### src/rtl/ocp_pkg.sv
package ocp_pkg;

    // Controller states: idle (disabled), running, forced off, trial on
    typedef enum logic [1:0] {
        ST_IDLE  = 2'd0,
        ST_RUN   = 2'd1,
        ST_OFF   = 2'd2,
        ST_TRIAL = 2'd3
    } hic_state_e;

    // Decoded outputs of the state register
    typedef struct packed {
        logic drive;
        logic in_fault;
        logic use_off_len;
    } hic_ctrl_t;

    // Width needed to hold values 0..n
    function automatic int unsigned cnt_width(input int unsigned n);
        int unsigned w;
        w = 1;
        while ((64'd1 << w) <= 64'(n)) w++;
        return w;
    endfunction

    function automatic hic_ctrl_t decode_state(input hic_state_e s);
        hic_ctrl_t c;
        c.drive       = (s == ST_RUN) || (s == ST_TRIAL);
        c.in_fault    = (s == ST_OFF) || (s == ST_TRIAL);
        c.use_off_len = (s == ST_OFF);
        return c;
    endfunction

endpackage

### src/rtl/ocp_sync.sv
module ocp_sync #(
    parameter int unsigned STAGES = 2
) (
    input  logic clk,
    input  logic rst,
    input  logic d,
    output logic q
);
    logic [STAGES-1:0] chain;

    generate
        for (genvar i = 0; i < STAGES; i++) begin : g_stage
            if (i == 0) begin : g_first
                always_ff @(posedge clk) begin
                    if (rst) chain[0] <= 1'b0;
                    else     chain[0] <= d;
                end
            end else begin : g_next
                always_ff @(posedge clk) begin
                    if (rst) chain[i] <= 1'b0;
                    else     chain[i] <= chain[i-1];
                end
            end
        end
    endgenerate

    assign q = chain[STAGES-1];
endmodule

### src/rtl/ocp_qualify.sv
module ocp_qualify #(
    parameter int unsigned HOLD = 4
) (
    input  logic clk,
    input  logic rst,
    input  logic lvl,
    output logic det
);
    localparam int unsigned CW = ocp_pkg::cnt_width(HOLD);
    localparam logic [CW-1:0] HOLD_L = CW'(HOLD);

    logic [CW-1:0] run_cnt;

    always_ff @(posedge clk) begin
        if (rst || !lvl)           run_cnt <= '0;
        else if (run_cnt != HOLD_L) run_cnt <= run_cnt + 1'b1;
    end

    assign det = (run_cnt == HOLD_L);
endmodule

### src/rtl/ocp_interval_timer.sv
module ocp_interval_timer #(
    parameter int unsigned LONG_LEN  = 1000,
    parameter int unsigned SHORT_LEN = 100
) (
    input  logic clk,
    input  logic rst,
    input  logic restart,
    input  logic use_long,
    output logic expire
);
    localparam int unsigned MAXLEN = (LONG_LEN > SHORT_LEN) ? LONG_LEN : SHORT_LEN;
    localparam int unsigned TW     = ocp_pkg::cnt_width(MAXLEN);
    localparam logic [TW-1:0] LAST_LONG  = TW'(LONG_LEN - 1);
    localparam logic [TW-1:0] LAST_SHORT = TW'(SHORT_LEN - 1);

    logic [TW-1:0] elapsed;
    logic [TW-1:0] last;

    assign last   = use_long ? LAST_LONG : LAST_SHORT;
    assign expire = (elapsed == last);

    always_ff @(posedge clk) begin
        if (rst || restart) elapsed <= '0;
        else if (!expire)   elapsed <= elapsed + 1'b1;
    end
endmodule

### src/rtl/ocp_hiccup_fsm.sv
module ocp_hiccup_fsm
    import ocp_pkg::*;
(
    input  logic clk,
    input  logic rst,
    input  logic enable,
    input  logic static_mode,
    input  logic ovl_det,
    input  logic tmr_expire,
    output logic tmr_restart,
    output logic tmr_use_long,
    output logic drive,
    output logic flag
);
    hic_state_e state_q, state_d;
    hic_ctrl_t  ctrl;

    always_comb begin
        state_d = state_q;
        if (!enable) begin
            state_d = ST_IDLE;
        end else begin
            unique case (state_q)
                ST_IDLE:  state_d = ST_RUN;
                ST_RUN:   if (!static_mode && ovl_det) state_d = ST_OFF;
                ST_OFF: begin
                    if (static_mode)     state_d = ST_RUN;
                    else if (tmr_expire) state_d = ST_TRIAL;
                end
                ST_TRIAL: begin
                    if (static_mode)     state_d = ST_RUN;
                    else if (tmr_expire) state_d = ovl_det ? ST_OFF : ST_RUN;
                end
                default:  state_d = ST_IDLE;
            endcase
        end
    end

    always_ff @(posedge clk) begin
        if (rst) state_q <= ST_IDLE;
        else     state_q <= state_d;
    end

    assign ctrl         = decode_state(state_q);
    assign tmr_restart  = (state_d != state_q);
    assign tmr_use_long = ctrl.use_off_len;
    assign drive        = ctrl.drive;
    assign flag         = ctrl.in_fault || ovl_det;
endmodule

### src/rtl/ocp_hiccup_ctrl.sv
module ocp_hiccup_ctrl #(
    parameter int unsigned SYNC_STAGES  = 2,
    parameter int unsigned QUAL_CYCLES  = 4,
    parameter int unsigned OFF_CYCLES   = 45_000_000,
    parameter int unsigned TRIAL_CYCLES = 1_000_000
) (
    input  logic clk,
    input  logic rst,
    input  logic out_en_i,
    input  logic static_mode_i,
    input  logic ovl_raw_i,
    output logic drive_en_o,
    output logic ovl_flag_o
);
    logic ovl_sync;
    logic ovl_det;
    logic tmr_restart;
    logic tmr_use_long;
    logic tmr_expire;

    ocp_sync #(.STAGES(SYNC_STAGES)) u_sync (
        .clk (clk),
        .rst (rst),
        .d   (ovl_raw_i),
        .q   (ovl_sync)
    );

    ocp_qualify #(.HOLD(QUAL_CYCLES)) u_qual (
        .clk (clk),
        .rst (rst),
        .lvl (ovl_sync),
        .det (ovl_det)
    );

    ocp_interval_timer #(
        .LONG_LEN  (OFF_CYCLES),
        .SHORT_LEN (TRIAL_CYCLES)
    ) u_tmr (
        .clk      (clk),
        .rst      (rst),
        .restart  (tmr_restart),
        .use_long (tmr_use_long),
        .expire   (tmr_expire)
    );

    ocp_hiccup_fsm u_fsm (
        .clk          (clk),
        .rst          (rst),
        .enable       (out_en_i),
        .static_mode  (static_mode_i),
        .ovl_det      (ovl_det),
        .tmr_expire   (tmr_expire),
        .tmr_restart  (tmr_restart),
        .tmr_use_long (tmr_use_long),
        .drive        (drive_en_o),
        .flag         (ovl_flag_o)
    );
endmodule

### config.mk
export PLATFORM = sky130hd
export DESIGN_NAME = ocp_hiccup_ctrl
export DESIGN_NICKNAME = d
export VERILOG_FILES = /design/src/rtl/ocp_pkg.sv /design/src/rtl/ocp_sync.sv /design/src/rtl/ocp_qualify.sv /design/src/rtl/ocp_interval_timer.sv /design/src/rtl/ocp_hiccup_fsm.sv /design/src/rtl/ocp_hiccup_ctrl.sv
export SDC_FILE = /design/constraint.sdc
export NUM_CORES = 1
export LEC_CHECK = 0
export BUFFER_PORTS_ARGS = -buffer_cell sky130_fd_sc_hd__buf_4
export CAP_MARGIN = 0
export CORE_MARGIN = 8
export CORE_UTILIZATION = 23
export DETAILED_ROUTE_END_ITERATION = 10
export PLACE_DENSITY = 0.4
export SLEW_MARGIN = 20
export SYNTH_ARGS = -nofsm -noshare
export SYNTH_HDL_FRONTEND = slang
export SYNTH_SLANG_ARGS = --single-unit
### constraint.sdc
create_clock -name clk -period 2.55 [get_ports clk]
set_input_delay 0.3825 -clock clk [delete_from_list [all_inputs] [get_ports clk]]
set_output_delay 0.3825 -clock clk [all_outputs]
set_load 0.05 [all_outputs]
==> results of run 1 <==
-- final cells by class --
type / instances / share of cell area [%]
well taps: 99 / 6.399
clock buffers: 7 / 4.977
multi-input cells: 148 / 48.93
clock inverters: 1 / 0.2586
flip-flops and latches: 33 / 34.13
inverters: 8 / 1.551
repair buffers: 8 / 3.749
-- cells in the mapped netlist, types with 2 or more instances --
master and number:
buf_6 3, a21oi_1 6, ha_1 3, or3_2 5, nor2b_1 2, dfxtp_1 33, xnor2_1 12, nand3_1 14
nor2_1 29, and3_1 2, and3_2 2, inv_1 8, nand4_1 3, nor4_1 3, nand4b_1 2, nor3_1 10
xor2_1 8, nand2_1 16, and4_1 3, o21ai_0 6
-- worst register-to-register path: cells and delay by family (launching register included) --
kind / cells / cell delay [ns]
DFF: 1 / 0.44
buffers and inverters: 1 / 0.19
AOI/OAI and AO/OA: 2 / 0.74
and+or+nand+nor: 3 / 0.61
-- power groups by stage --
stage	combinational (mW)	clock (mW)	sequential [mW]
4_1_cts	0.0382	0.455	0.525
6_report	0.0374	0.431	0.525
3_5_place_dp	0.0381	0	0.536
3_3_place_gp	0.0387	0	0.537
2_1_floorplan	0.0254	0	0.535
5_1_grt	0.0414	0.477	0.525
-- sequential cells by signal, summed over array words and instances, names as in the netlist --
name,count
u_tmr.elapsed,26
u_qual.run_cnt,3
u_fsm.state_q,2
u_sync.chain,1
u_sync.q,1
-- stage by stage --
step           power (mW)  worst slack [ns]  instances  hold slack [ns]
6_report           0.9937            0.4636        304           0.2928
3_5_place_dp       0.5745            0.4694        296           0.4287
3_3_place_gp       0.5752            0.4305        296           0.4188
5_1_grt             1.043            0.3383        304           0.2861
2_1_floorplan      0.5606            0.6182        194           0.4138
4_1_cts             1.018            0.4561        304           0.2824
-- per-layer routing --
metal | vias to the layer above | track usage [%] | wire [µm] | share of wire (%)
met1 | 595 | 8.897 | 1716 | 52
met2 | 20 | 10.68 | 1365 | 41
met3 | 7 | 2.405 | 141 | 4.3
met5 | - | 0 | 0 | 0
met4 | 0 | 4.124 | 78 | 2.4
li1 | 694 | - | - | -
-- cell families (layout without fill, tap and decap cells) --
logic type | after synthesis | in the layout | share of synthesized area [%]
simple gates | 104 | 104 | 33.51
flops | 33 | 33 | 39.31
compound gates | 20 | 20 | 9.607
xor+xnor | 20 | 20 | 10.42
buf+inv | 13 | 24 | 4.318
fa+ha+maj | 3 | 3 | 2.234
mux | 1 | 1 | 0.5957
-- worst paths after layout --
path,slack [ns],startpoint,to
max,0.46,u_tmr.elapsed[8],u_tmr.elapsed[13]
min,0.29,rst,u_sync.q
max reg2reg,0.46,u_tmr.elapsed[8],u_tmr.elapsed[13]
min reg2reg,0.44,u_sync.chain[0],u_sync.q
==> impl_metrics.py, run 1 <==
metrics = {
    "floorplanning": {
        "fp.dieW_um": 101.5,
        "die_h_um": 101.5,
        "dieArea_mm2": 0.01030,
        "core_area_mm2": 0.007176,
        "initial_utilization_pct": 23.42,
        "boundaryPins": 7,
        "rows": 31,
    },
    "logic_synthesis": {
        "synth_area_leader_cell": "dfxtp_1",
        "async_flop_share_pct": 0,
        "synth.avg_cell_area_um2": 8.662,
        "synth_cell_types": 44,
        "synthesis.nets": 202,
        "ys_seq_area_share_pct": 39.31,
        "synth_top_cell_area_share_pct": 39.31,
        "ys.flop_type": "dfxtp_1",
        "yosys-top-cells-area": "dfxtp_1 (39%), nor2_1 (6.5%), xnor2_1 (6.3%)",
        "syn_inst": 194,
        "yosys_warnings": 0,
        "synth_edf_count": 0,
        "syn_area_mm2": 0.001680,
        "ys_seq_elements": 33,
    },
    "route": {
        "drcViolationCount": 0,
        "drtAntennaViolNets": 0,
        "avgRoutedWirePerCell_um": 10.86,
        "routed_wl_um": 3302,
        "firstDrtPassIters": 4,
        "drtIter0Drc": 82,
        "vias_per_cell": 4.329,
        "vias": 1316,
    },
    "pwr": {
        "comb_power_share_pct": 3.8,
        "p_leak_nw": 0.5884,
        "internal_power_uw": 780.2,
        "pwr-share-clk_pct": 43.4,
        "p_seq_share_pct": 52.8,
        "power_density_mw_per_mm2": 513.4,
        "swShare_pct": 21.48,
        "ir_worst_vdd_mv": 0.2730,
        "power.switching_uw": 213.5,
    },
    "outcome": {
        "status": "completed",
    },
    "timing": {
        "worst_pin_slew_ns": 0.5582,
        "setup_viol": 0,
        "fin_tns_setup_ns": 0,
        "period_minus_slack_ns": 2.086,
        "slew_violations": 0,
        "fin_worst_skew_ns": 0.002827,
        "fmax_mhz": 479.3,
        "slew_headroom_pct": 62.58,
        "hold_viol_final": 0,
        "rsz0062_at_grt": "no",
        "post-route-period-util_pct": 81.82,
    },
    "global_route": {
        "grt-ovfl-total": 0,
        "grt_pass1_wl_um": 5775,
        "antenna_found_initial": 0,
        "grtUsageTotal_pct": 7.202,
        "grt_pass1_vias": 1225,
        "grt_max_degree": 20,
    },
    "critical_path": {
        "max_stage_delay_ns": 0.44,
        "cp.depth": 6,
        "path_max_fanout": 19,
        "worstSetupStartpointType": "flop",
        "critical_path_class": "flop to flop",
        "crit_buf_inv": 1,
        "required_ns": 2.73,
        "crit_arrival_ns": 2.26,
        "reg2reg_depth": 6,
        "cpMaxStageDelayCell": "dfxtp_1",
        "critPathTopFamily": "compound AO/OA/AOI/OAI gates",
        "crit_path_cell_trace": "nand4b_1 -> or3_4 -> a2111oi_4 -> a2bb2oi_4 -> buf_12 -> nor2_1",
        "worstSetupEndpointType": "flop",
    },
    "cells_and_area": {
        "multi_input_area_um2": 947.2,
        "num-fill-cells": 781,
        "final_cell_mix": "dfxtp_1 (33), nor2_1 (29), nand2_1 (16)",
        "postLayoutCellArea_mm2": 0.001936,
        "ff_latch_area_um2": 660.6,
        "fin_util_pct": 26.97,
        "num_antenna_cells": 0,
        "fin_nets": 212,
        "syn_to_final_growth_pct": 15.19,
        "final_common_cell": "dfxtp_1",
        "layout-drive-gt1-share_pct": 15.12,
    },
    "clock_tree": {
        "cts_setup_buffers": 0,
        "clkTransAtPathRegs_ns": 0.07,
        "cts-root-buf": "clkbuf_8",
        "clk_latency_ns": 0.28,
        "cts.sinks": 33,
        "cts_hold_buf": 0,
        "numCtsBuffers": 5,
        "cts_tree": "yes",
        "clock_path_buffers": 2,
        "cts_htree_levels": 2,
        "ctsResizeCount": 0,
    },
    "place": {
        "dpl.hpwl_um": 2413,
        "portBuffers": 6,
        "gp_congestion": 0.7173,
        "place_area_mm2": 0.001834,
    },
    "job": {
        "max_cap_violations": 0,
    },
    "min_path": {
        "worst_hold_path.num_cells": 2,
        "hold_path.class": "primary input to flop",
    },
}
(Power assumes the default switching activity.)
==> inputs of run 2 (changes only) <==
--- a/config.mk
+++ b/config.mk
@@ -5,12 +5,13 @@
 export SDC_FILE = /design/constraint.sdc
 export NUM_CORES = 1
 export LEC_CHECK = 0
+export ABC_AREA = 1
 export BUFFER_PORTS_ARGS = -buffer_cell sky130_fd_sc_hd__buf_4
 export CAP_MARGIN = 0
 export CORE_MARGIN = 8
 export CORE_UTILIZATION = 23
 export DETAILED_ROUTE_END_ITERATION = 10
-export PLACE_DENSITY = 0.4
+export PLACE_DENSITY = 0.41
 export SLEW_MARGIN = 20
 export SYNTH_ARGS = -nofsm -noshare
 export SYNTH_HDL_FRONTEND = slang
==> constraint.sdc (replaced) <==
create_clock -name clk -period 1.7 [get_ports clk]
set_input_delay 0.255 -clock clk [delete_from_list [all_inputs] [get_ports clk]]
set_output_delay 0.255 -clock clk [all_outputs]
set_load 0.05 [all_outputs]
==> impl_metrics.py, run 2 <==
metrics = {
    "clock_tree": {
        "cts_tree": "yes",
        "cts-root-buf": "clkbuf_8",
        "cts_htree_levels": 2,
        "numCtsBuffers": 5,
        "clock_path_buffers": 2,
        "cts_hold_buf": 0,
        "cts.sinks": 33,
        "clk_latency_ns": 0.28,
        "cts_setup_buffers": 0,
        "clkTransAtPathRegs_ns": 0.07,
    },
    "critical_path": {
        "r2r_start": "u_tmr.elapsed[1]",
        "worstSetupStartpointType": "flop",
        "r2r_slack_ns": -0.08,
        "worstSetupEndpointType": "flop",
        "rr_endpoint": "u_tmr.elapsed[5]",
        "path_max_fanout": 11,
        "reg2reg_depth": 15,
        "required_ns": 1.87,
        "crit_arrival_ns": 1.95,
        "critical_path_class": "flop to flop",
    },
    "place": {
        "gp_congestion": 0.7813,
        "portBuffers": 6,
        "dpl.hpwl_um": 3425,
    },
    "route": {
        "vias_per_cell": 3.894,
        "drtAntennaViolNets": 0,
        "vias": 1682,
        "drcViolationCount": 0,
        "firstDrtPassIters": 4,
        "drtIter0Drc": 37,
        "avgRoutedWirePerCell_um": 10.24,
        "routed_wl_um": 4422,
    },
    "logic_synthesis": {
        "synth.most_common_cell": "nand2_1",
        "synth_area_leader_cell": "dfxtp_1",
        "ys_seq_elements": 33,
        "synth_edf_count": 0,
        "yosys-top-cells-count": "nand2_1 (52), inv_1 (40), dfxtp_1 (33), nor2_1 (27), xor2_1 (19)",
        "syn_area_mm2": 0.001928,
        "yosys-top-cells-area": "dfxtp_1 (34%), nand2_1 (10%), nor2_4 (9.3%)",
        "syn_inst": 256,
        "yosys_warnings": 0,
        "synth.avg_cell_area_um2": 7.532,
        "synth_top_cell_area_share_pct": 34.26,
        "synthesis.nets": 264,
        "ys_seq_area_share_pct": 34.26,
        "synth_cell_types": 27,
        "async_flop_share_pct": 0,
        "ys.flop_type": "dfxtp_1",
    },
    "min_path": {
        "hold_start": "rst",
        "worst_hold_path.num_cells": 2,
        "hold_path.class": "primary input to flop",
        "holdPathEnd": "u_fsm.state_q[0]",
    },
    "cells_and_area": {
        "layout-drive-gt1-share_pct": 40.67,
        "largest_register": "u_tmr.elapsed",
        "syn_to_final_growth_pct": 43.61,
        "final_cell_mix": "buf_4 (64), nand2_1 (47), inv_1 (39)",
        "largest_reg_flops": 26,
        "reg.largest.list": "u_tmr.elapsed: 26 flops, u_qual.run_cnt: 3 flops, u_fsm.state_q: 2 flops",
        "num_antenna_cells": 0,
        "fin_nets": 335,
        "final_common_cell": "buf_4",
    },
    "timing": {
        "period_minus_slack_ns": 1.777,
        "rsz0062_at_grt": "yes",
        "slew_headroom_pct": 69.96,
        "setup_viol": 26,
        "fmax_mhz": 562.7,
        "worst_pin_slew_ns": 0.4471,
        "fin_worst_skew_ns": 0.003276,
        "fin_ws_ns": -0.07718,
        "hold_viol_final": 0,
        "slew_violations": 0,
        "post-route-period-util_pct": 104.5,
        "timing.hold.ws_ns": 0.1562,
    },
    "floorplanning": {
        "dieArea_mm2": 0.01157,
        "fp.dieW_um": 107.6,
        "initial_utilization_pct": 23.58,
        "die_h_um": 107.6,
        "core_area_mm2": 0.008175,
        "rows": 33,
        "boundaryPins": 7,
    },
    "global_route": {
        "grt-ovfl-total": 0,
        "grt_pass1_wl_um": 7886,
        "grtUsageTotal_pct": 8.502,
        "grt_max_degree": 16,
        "grt_pass1_vias": 1754,
        "antenna_found_initial": 0,
    },
    "pwr": {
        "power_density_mw_per_mm2": 548.8,
        "totalPowerFinal_mw": 1.520,
        "p_leak_nw": 1.109,
        "ir_worst_vdd_mv": 0.2238,
    },
    "outcome": {
        "failed_checks": "setup timing",
        "status": "finished, violations left",
    },
    "job": {
        "max_cap_violations": 0,
    },
}
run 2: where the power goes:
part / leakage (nW) / internal (mW) / switching (mW)
Clock: 0.0443 / 0.322 / 0.291
Combinational: 0.796 / 0.0533 / 0.0668
Sequential: 0.269 / 0.780 / 0.00608
Total: 1.11 / 1.16 / 0.364
run 2: cell type report:
type,count,area (µm²)
repair buffers,67,545.5
fillers,900,5406
well taps,105,131.4
multi-input cells,178,1180
inverters,42,157.7
clock buffers,7,86.33
flip-flops and latches,33,668.1
run 2: kinds of logic after synthesis:
group | Yosys count | synth area share (%)
mux | 1 | 0.5840
buf+inv | 45 | 10.71
flops | 33 | 34.26
xor+xnor | 24 | 10.90
compound gates | 11 | 3.115
fa+ha+maj | 3 | 1.947
simple gates | 139 | 38.48
run 2: critical path: stages (launching register included):
cell and delay [ns]:
dfxtp_4 0.37, ha_4 0.15, nand3_4 0.09, nor2_4 0.13
nand2_2 0.07, nor2_4 0.10, nand2_4 0.07, nand2_2 0.05
nand2_1 0.04, nand2_1 0.06, nand2_2 0.06, nand2_2 0.08
nand2_2 0.06, nand3_4 0.10, buf_12 0.19, nor2_4 0.04
run 2: repair_timing:
action | CTS | global route
resized for setup | 10 | 14
endpoints found under the setup margin | 26 | 26
gates cloned | 0 | 1
pin swaps | 1 | 1
run 2: stage by stage:
step | setup TNS (ns) | utilization (%) | instance area (µm²) | instances | setup slack (ns)
detailed placement | -2.070 | 31.41 | 2567 | 424 | -0.1229
floorplan | -0.01158 | - | 1964 | 256 | -0.001688
finish | -1.393 | 33.87 | 2769 | 432 | -0.07718
global route | -5.129 | 33.87 | 2769 | 432 | -0.2281
global placement | -1.912 | 31.41 | 2567 | 424 | -0.1294
CTS | -1.704 | 33.04 | 2701 | 431 | -0.07678
run 2: layer usage:
layer  wire length (µm)  share of wire [%]  global-route usage [%]
met1               2175                 49                   10.21
met2               2083                 47                   13.99
met3                 81                1.8                   2.036
met4                 82                1.9                   3.865
met5                  0                  0                       0
run 2: how the worst max path moves through the flow:
stage	startpoint	end	slack, ns
floorplan	u_tmr.elapsed[1]	u_tmr.elapsed[2]	-0.002
global route	u_tmr.elapsed[1]	u_tmr.elapsed[7]	-0.23
detailed placement	u_tmr.elapsed[1]	u_tmr.elapsed[22]	-0.12
CTS	u_tmr.elapsed[1]	u_tmr.elapsed[17]	-0.08
finish	u_tmr.elapsed[1]	u_tmr.elapsed[5]	-0.08
global placement	u_tmr.elapsed[1]	u_tmr.elapsed[22]	-0.13
